==> config.mk <==
export PLATFORM = sky130hd
export DESIGN_NAME = wiper_counter
export DESIGN_NICKNAME = d
export VERILOG_FILES = /design/src/rtl/wiper_pkg.sv /design/src/rtl/wiper_ctl.sv /design/src/rtl/wiper_path.sv /design/src/rtl/wiper_counter.sv
export SDC_FILE = /design/constraint.sdc
export NUM_CORES = 1
export LEC_CHECK = 0
export BUFFER_PORTS_ARGS = -buffer_cell sky130_fd_sc_hd__buf_2
export CAP_MARGIN = 20
export CORE_UTILIZATION = 50
export DETAILED_ROUTE_END_ITERATION = 7
export PLACE_DENSITY_LB_ADDON = 0.05
export REMOVE_ABC_BUFFERS = 1
export SYNTH_ARGS = -nofsm -noshare
export SYNTH_HDL_FRONTEND = slang
export SYNTH_HIERARCHICAL = 1
export SYNTH_SLANG_ARGS = --single-unit
==> constraint.sdc <==
create_clock -name clk -period 6.1 [get_ports clk]
set_input_delay 0.305 -clock clk [delete_from_list [all_inputs] [get_ports clk]]
set_output_delay 0.305 -clock clk [all_outputs]
set_load 0.01 [all_outputs]
==> src/rtl/wiper_pkg.sv <==
package wiper_pkg;

  // One action per cycle, chosen by the control block
  typedef struct packed {
    logic loadBank;
    logic loadDirect;
    logic stepInc;
    logic stepDec;
  } wiperAct_t;

endpackage

==> src/rtl/wiper_ctl.sv <==
module wiper_ctl
  import wiper_pkg::*;
#(
  parameter int BANK_N = 4,
  localparam int SEL_W = (BANK_N > 1) ? $clog2(BANK_N) : 1
) (
  input  logic             clk,
  input  logic             rstN,
  input  logic             recallReq,
  input  logic             copyReq,
  input  logic [SEL_W-1:0] copySel,
  input  logic             directReq,
  input  logic             stepOpen,
  input  logic             stepPulse,
  input  logic             stepUp,
  output wiperAct_t        act,
  output logic [SEL_W-1:0] bankSel
);

  logic bootPending;
  logic recallEff;

  // Power-up recall pending until the first edge out of reset
  always_ff @(posedge clk) begin
    if (!rstN) bootPending <= 1'b1;
    else       bootPending <= 1'b0;
  end

  assign recallEff = bootPending | recallReq;

  // Fixed priority: recall, copy, direct write, step
  always_comb begin
    act     = '0;
    bankSel = '0;
    if (recallEff) begin
      act.loadBank = 1'b1;
    end else if (copyReq) begin
      act.loadBank = 1'b1;
      bankSel      = copySel;
    end else if (directReq) begin
      act.loadDirect = 1'b1;
    end else if (stepOpen && stepPulse) begin
      act.stepInc = stepUp;
      act.stepDec = !stepUp;
    end
  end


  one_action_chk: assert property (@(posedge clk) disable iff (!rstN)
    $onehot0({act.loadBank, act.loadDirect, act.stepInc, act.stepDec}));


  recall_wins_chk: assert property (@(posedge clk) disable iff (!rstN)
    recallReq |-> (act.loadBank && bankSel == '0));


  copy_over_direct_chk: assert property (@(posedge clk) disable iff (!rstN)
    (copyReq && !recallReq && !bootPending) |-> (act.loadBank && bankSel == copySel));


  closed_session_chk: assert property (@(posedge clk) disable iff (!rstN)
    !stepOpen |-> !(act.stepInc || act.stepDec));

endmodule

==> src/rtl/wiper_path.sv <==
module wiper_path
  import wiper_pkg::*;
#(
  parameter int POS_W  = 6,
  parameter int BANK_N = 4,
  localparam int SEL_W = (BANK_N > 1) ? $clog2(BANK_N) : 1,
  localparam int TAP_N = 1 << POS_W
) (
  input  logic                    clk,
  input  logic                    rstN,
  input  wiperAct_t               act,
  input  logic [SEL_W-1:0]        bankSel,
  input  logic [POS_W-1:0]        directData,
  input  logic [BANK_N*POS_W-1:0] bankData,
  output logic [POS_W-1:0]        position,
  output logic [TAP_N-1:0]        taps
);

  localparam logic [POS_W-1:0] POS_MAX = '1;
  localparam logic [POS_W-1:0] POS_MIN = '0;

  logic [POS_W-1:0] posQ;
  logic [POS_W-1:0] nextPos;
  logic [POS_W-1:0] bankWord;
  logic [TAP_N-1:0] tapsQ;
  logic [TAP_N-1:0] tapsNext;

  assign bankWord = bankData[bankSel*POS_W +: POS_W];

  // Next position, with saturating steps at both ends
  always_comb begin
    nextPos = posQ;
    if (act.loadBank)                          nextPos = bankWord;
    else if (act.loadDirect)                   nextPos = directData;
    else if (act.stepInc && posQ != POS_MAX)   nextPos = posQ + 1'b1;
    else if (act.stepDec && posQ != POS_MIN)   nextPos = posQ - 1'b1;
  end

  // Decode the next position so taps update on the same edge as posQ
  for (genvar i = 0; i < TAP_N; i++) begin : g_tap
    assign tapsNext[i] = (nextPos == POS_W'(i));
  end

  always_ff @(posedge clk) begin
    if (!rstN) begin
      posQ  <= '0;
      tapsQ <= {{(TAP_N-1){1'b0}}, 1'b1};
    end else begin
      posQ  <= nextPos;
      tapsQ <= tapsNext;
    end
  end

  assign position = posQ;
  assign taps     = tapsQ;


  tap_match_chk: assert property (@(posedge clk) disable iff (!rstN)
    tapsQ == ({{(TAP_N-1){1'b0}}, 1'b1} << posQ));


  step_up_chk: assert property (@(posedge clk) disable iff (!rstN)
    (act.stepInc && posQ != POS_MAX) |=> (posQ == $past(posQ) + 1'b1));


  step_dn_chk: assert property (@(posedge clk) disable iff (!rstN)
    (act.stepDec && posQ != POS_MIN) |=> (posQ == $past(posQ) - 1'b1));


  sat_hi_chk: assert property (@(posedge clk) disable iff (!rstN)
    (act.stepInc && posQ == POS_MAX) |=> (posQ == POS_MAX));


  sat_lo_chk: assert property (@(posedge clk) disable iff (!rstN)
    (act.stepDec && posQ == POS_MIN) |=> (posQ == POS_MIN));


  hold_chk: assert property (@(posedge clk) disable iff (!rstN)
    (act == '0) |=> $stable(posQ));

endmodule

==> src/rtl/wiper_counter.sv <==
module wiper_counter
  import wiper_pkg::*;
#(
  parameter int POS_W  = 6,
  parameter int BANK_N = 4,
  localparam int SEL_W = (BANK_N > 1) ? $clog2(BANK_N) : 1,
  localparam int TAP_N = 1 << POS_W
) (
  input  logic                    clk,
  input  logic                    rstN,
  input  logic                    recallReq,
  input  logic                    copyReq,
  input  logic [SEL_W-1:0]        copySel,
  input  logic                    directReq,
  input  logic [POS_W-1:0]        directData,
  input  logic                    stepOpen,
  input  logic                    stepPulse,
  input  logic                    stepUp,
  input  logic [BANK_N*POS_W-1:0] bankData,
  output logic [POS_W-1:0]        position,
  output logic [TAP_N-1:0]        taps
);

  wiperAct_t        act;
  logic [SEL_W-1:0] bankSel;

  wiper_ctl #(.BANK_N(BANK_N)) u_ctl (
    .clk       (clk),
    .rstN      (rstN),
    .recallReq (recallReq),
    .copyReq   (copyReq),
    .copySel   (copySel),
    .directReq (directReq),
    .stepOpen  (stepOpen),
    .stepPulse (stepPulse),
    .stepUp    (stepUp),
    .act       (act),
    .bankSel   (bankSel)
  );

  wiper_path #(.POS_W(POS_W), .BANK_N(BANK_N)) u_path (
    .clk        (clk),
    .rstN       (rstN),
    .act        (act),
    .bankSel    (bankSel),
    .directData (directData),
    .bankData   (bankData),
    .position   (position),
    .taps       (taps)
  );

endmodule

==> impl_metrics.tcl <==
set metrics [dict create \
    viasPerCell 5.43 \
    cts_tree "yes" \
    cp_cell_sequence "or3_4, nor4_2, nand2_1, nor4_1, mux2i_1, mux2i_2, nand2_1, nor4_1" \
    cts.sink_count 71 \
    dpl_worst_slack_ns 2.77 \
    setup_tns_ns 0 \
    critical-path-slowest-cell "nor4_2" \
    htreeDepth 3 \
    cts_hold_buf 0 \
    worst-path-max-fanout 17 \
    drc 0 \
    setup_ws_ns 2.86 \
    criticalPathCategory "flop to flop" \
    max_stage_delay_ns 0.51 \
    synth_cells 270 \
    area_growth_pct 21.8 \
    yosysUniqueCellTypes 52 \
    drive_gt1_frac 0.471 \
    grt-ovfl-total 0 \
    first_pass_iters 5 \
    antenna_cells 0 \
    grt_pass1_vias 2274 \
    maxSlewHeadroom 0.400 \
    ys_ff_latch 71 \
    total_power_uw 974 \
    yosys_warnings 6 \
    grt_max_degree 25 \
    syn_area_per_cell_um2 11.0 \
    power.leakage_nw 1.55 \
    dpl-instance-area_mm2 0.00344 \
    endpoint_kind "flop" \
    wirelength_um 6940 \
    fin_skew_ns 0.00558 \
    vias 2384 \
    fin_nets 406 \
    period_share 0.531 \
    hold_violations 0 \
    fp.dieH_um 79.2 \
    ctsResizeCount 0 \
    die_width_um 79.2 \
    pwr_density_cell_mw_per_mm2 268 \
    core_mm2 0.00561 \
    clock.fmax_mhz 309 \
    grt_usage 0.237 \
    fin_crit_ns 3.24 \
    post-cts-setup-buffers 0 \
    cts-root-buf "clkbuf_8" \
    initial_core_util 0.531 \
    clkLatencyLatePin_ns 0.34 \
    final_antenna_net_count 0 \
    setup_viol 0 \
    synthesis.area_mm2 0.00298 \
    yosys_most_used_dff "dfxtp_1" \
    cp.arrival_ns 3.47 \
    clkTransAtPathRegs_ns 0.07 \
    cap_violations 0 \
    gp_congestion 0.865 \
    async_flop_share 0 \
    layout_commonest_cell "buf_2" \
    final_cell_area_mm2 0.00363 \
    synth_edf_count 0 \
    drt_iter0_drc 217 \
    grt_pass1_wl_um 11300 \
    die_area_mm2 0.00627 \
    cp.required_ns 6.33 \
    ys_seq_area_frac 0.477 \
    worst_pin_slew_ns 0.897 \
    ir_worst_vdd_mv 0.219 \
    boundaryPins 110 \
    hp-class "input pin to flop" \
    rsz0062_at_grt "false" \
    status "complete, no violations" \
    io_buffers 109 \
    slew_violations 0 \
    cts_made_buffers 9 \
    wl_per_cell_um 15.8 \
    cts_max_path_buffers 2 \
    rows 27 \
    antenna_found_initial 0 \
    holdWs_ns 0.175 \
    hpwl_um 4740 \
    start_kind "flop" \
    mostFrequentLayoutCells "buf_2 (109), dfxtp_1 (71), nor4_1 (23)" \
]
## per-stage QoR
step                 util  cells
floorplan               -    242
global placement    0.608    423
detailed placement  0.613    424
CTS                 0.647    439
global route        0.647    439
finish              0.647    439
## flip-flops by register name, summed over array words and instances, names as in the netlist
| name | cells |
|---|---|
| u_ctl/bootPending | 1 |
| u_path/position | 6 |
| u_path/taps | 64 |
## layer usage
metal,vias to the layer above,track usage,share of wire
met4,0,0.0618,0
met3,0,0.0862,0.072
met1,1106,0.309,0.46
met2,96,0.370,0.47
li1,1182,-,-
met5,-,0,0
## cells by family (layout without fill, tap and decap cells)
family | count (synthesis) | in the layout | synth area share
AND/OR/NAND/NOR | 121 | 121 | 0.289
flip-flops | 71 | 71 | 0.477
buffers and inverters | 36 | 133 | 0.0785
AO/OA/AOI/OAI | 31 | 31 | 0.0890
multiplexers | 8 | 8 | 0.0533
adder cells (fa/ha/maj) | 3 | 3 | 0.0126
## Yosys cell counts, types with 4 or more instances
| cell type | n | share of area |
|---|---|---|
| dfxtp_1 | 71 | 0.48 |
| and3_1 | 6 | 0.013 |
| a21oi_1 | 4 | 0.0067 |
| nor4_1 | 23 | 0.048 |
| clkbuf_1 | 4 | 0.0050 |
| a31oi_1 | 5 | 0.010 |
| nand2b_1 | 6 | 0.013 |
| nor3_1 | 20 | 0.034 |
| inv_1 | 8 | 0.010 |
| nand2_1 | 9 | 0.011 |
| nor3_2 | 15 | 0.050 |
| nor4_2 | 11 | 0.046 |
| buf_4 | 5 | 0.013 |
| nor2_1 | 10 | 0.013 |
| buf_6 | 9 | 0.034 |
| buf_2 | 10 | 0.017 |
| mux4_2 | 6 | 0.045 |
## cell type report
type                    instances  area [µm²]
fillers                       497        1980
flip-flops and latches         71        1420
well taps                      72        90.1
clock inverters                 3        43.8
multi-input cells             163        1320
clock buffers                  12         145
inverters                       8        30.0
repair buffers                110         573
## report_power, final
group          internal [mW]  switching, mW
clock                  0.198          0.161
combinational         0.0444         0.0869
sequential             0.472         0.0109
## worst max-delay path: cells and delay by family, from the launching register on
family	cells	cell delay [ns]
DFF	1	0.31
and+or+nand+nor	6	2.32
muxes	2	0.49
## path summary, 6_finish.rpt
path / from / to / slack, ns / cells after the start
setup / recovery: u_ctl/bootPending / u_path/taps[25] / 2.86 / 8
hold reg to reg: u_path/position[3] / u_path/position[3] / 0.91 / 3
setup reg to reg: u_ctl/bootPending / u_path/taps[25] / 2.86 / 8
hold / removal: rstN / u_ctl/bootPending / 0.17 / 2
(Power assumes the default switching activity.)
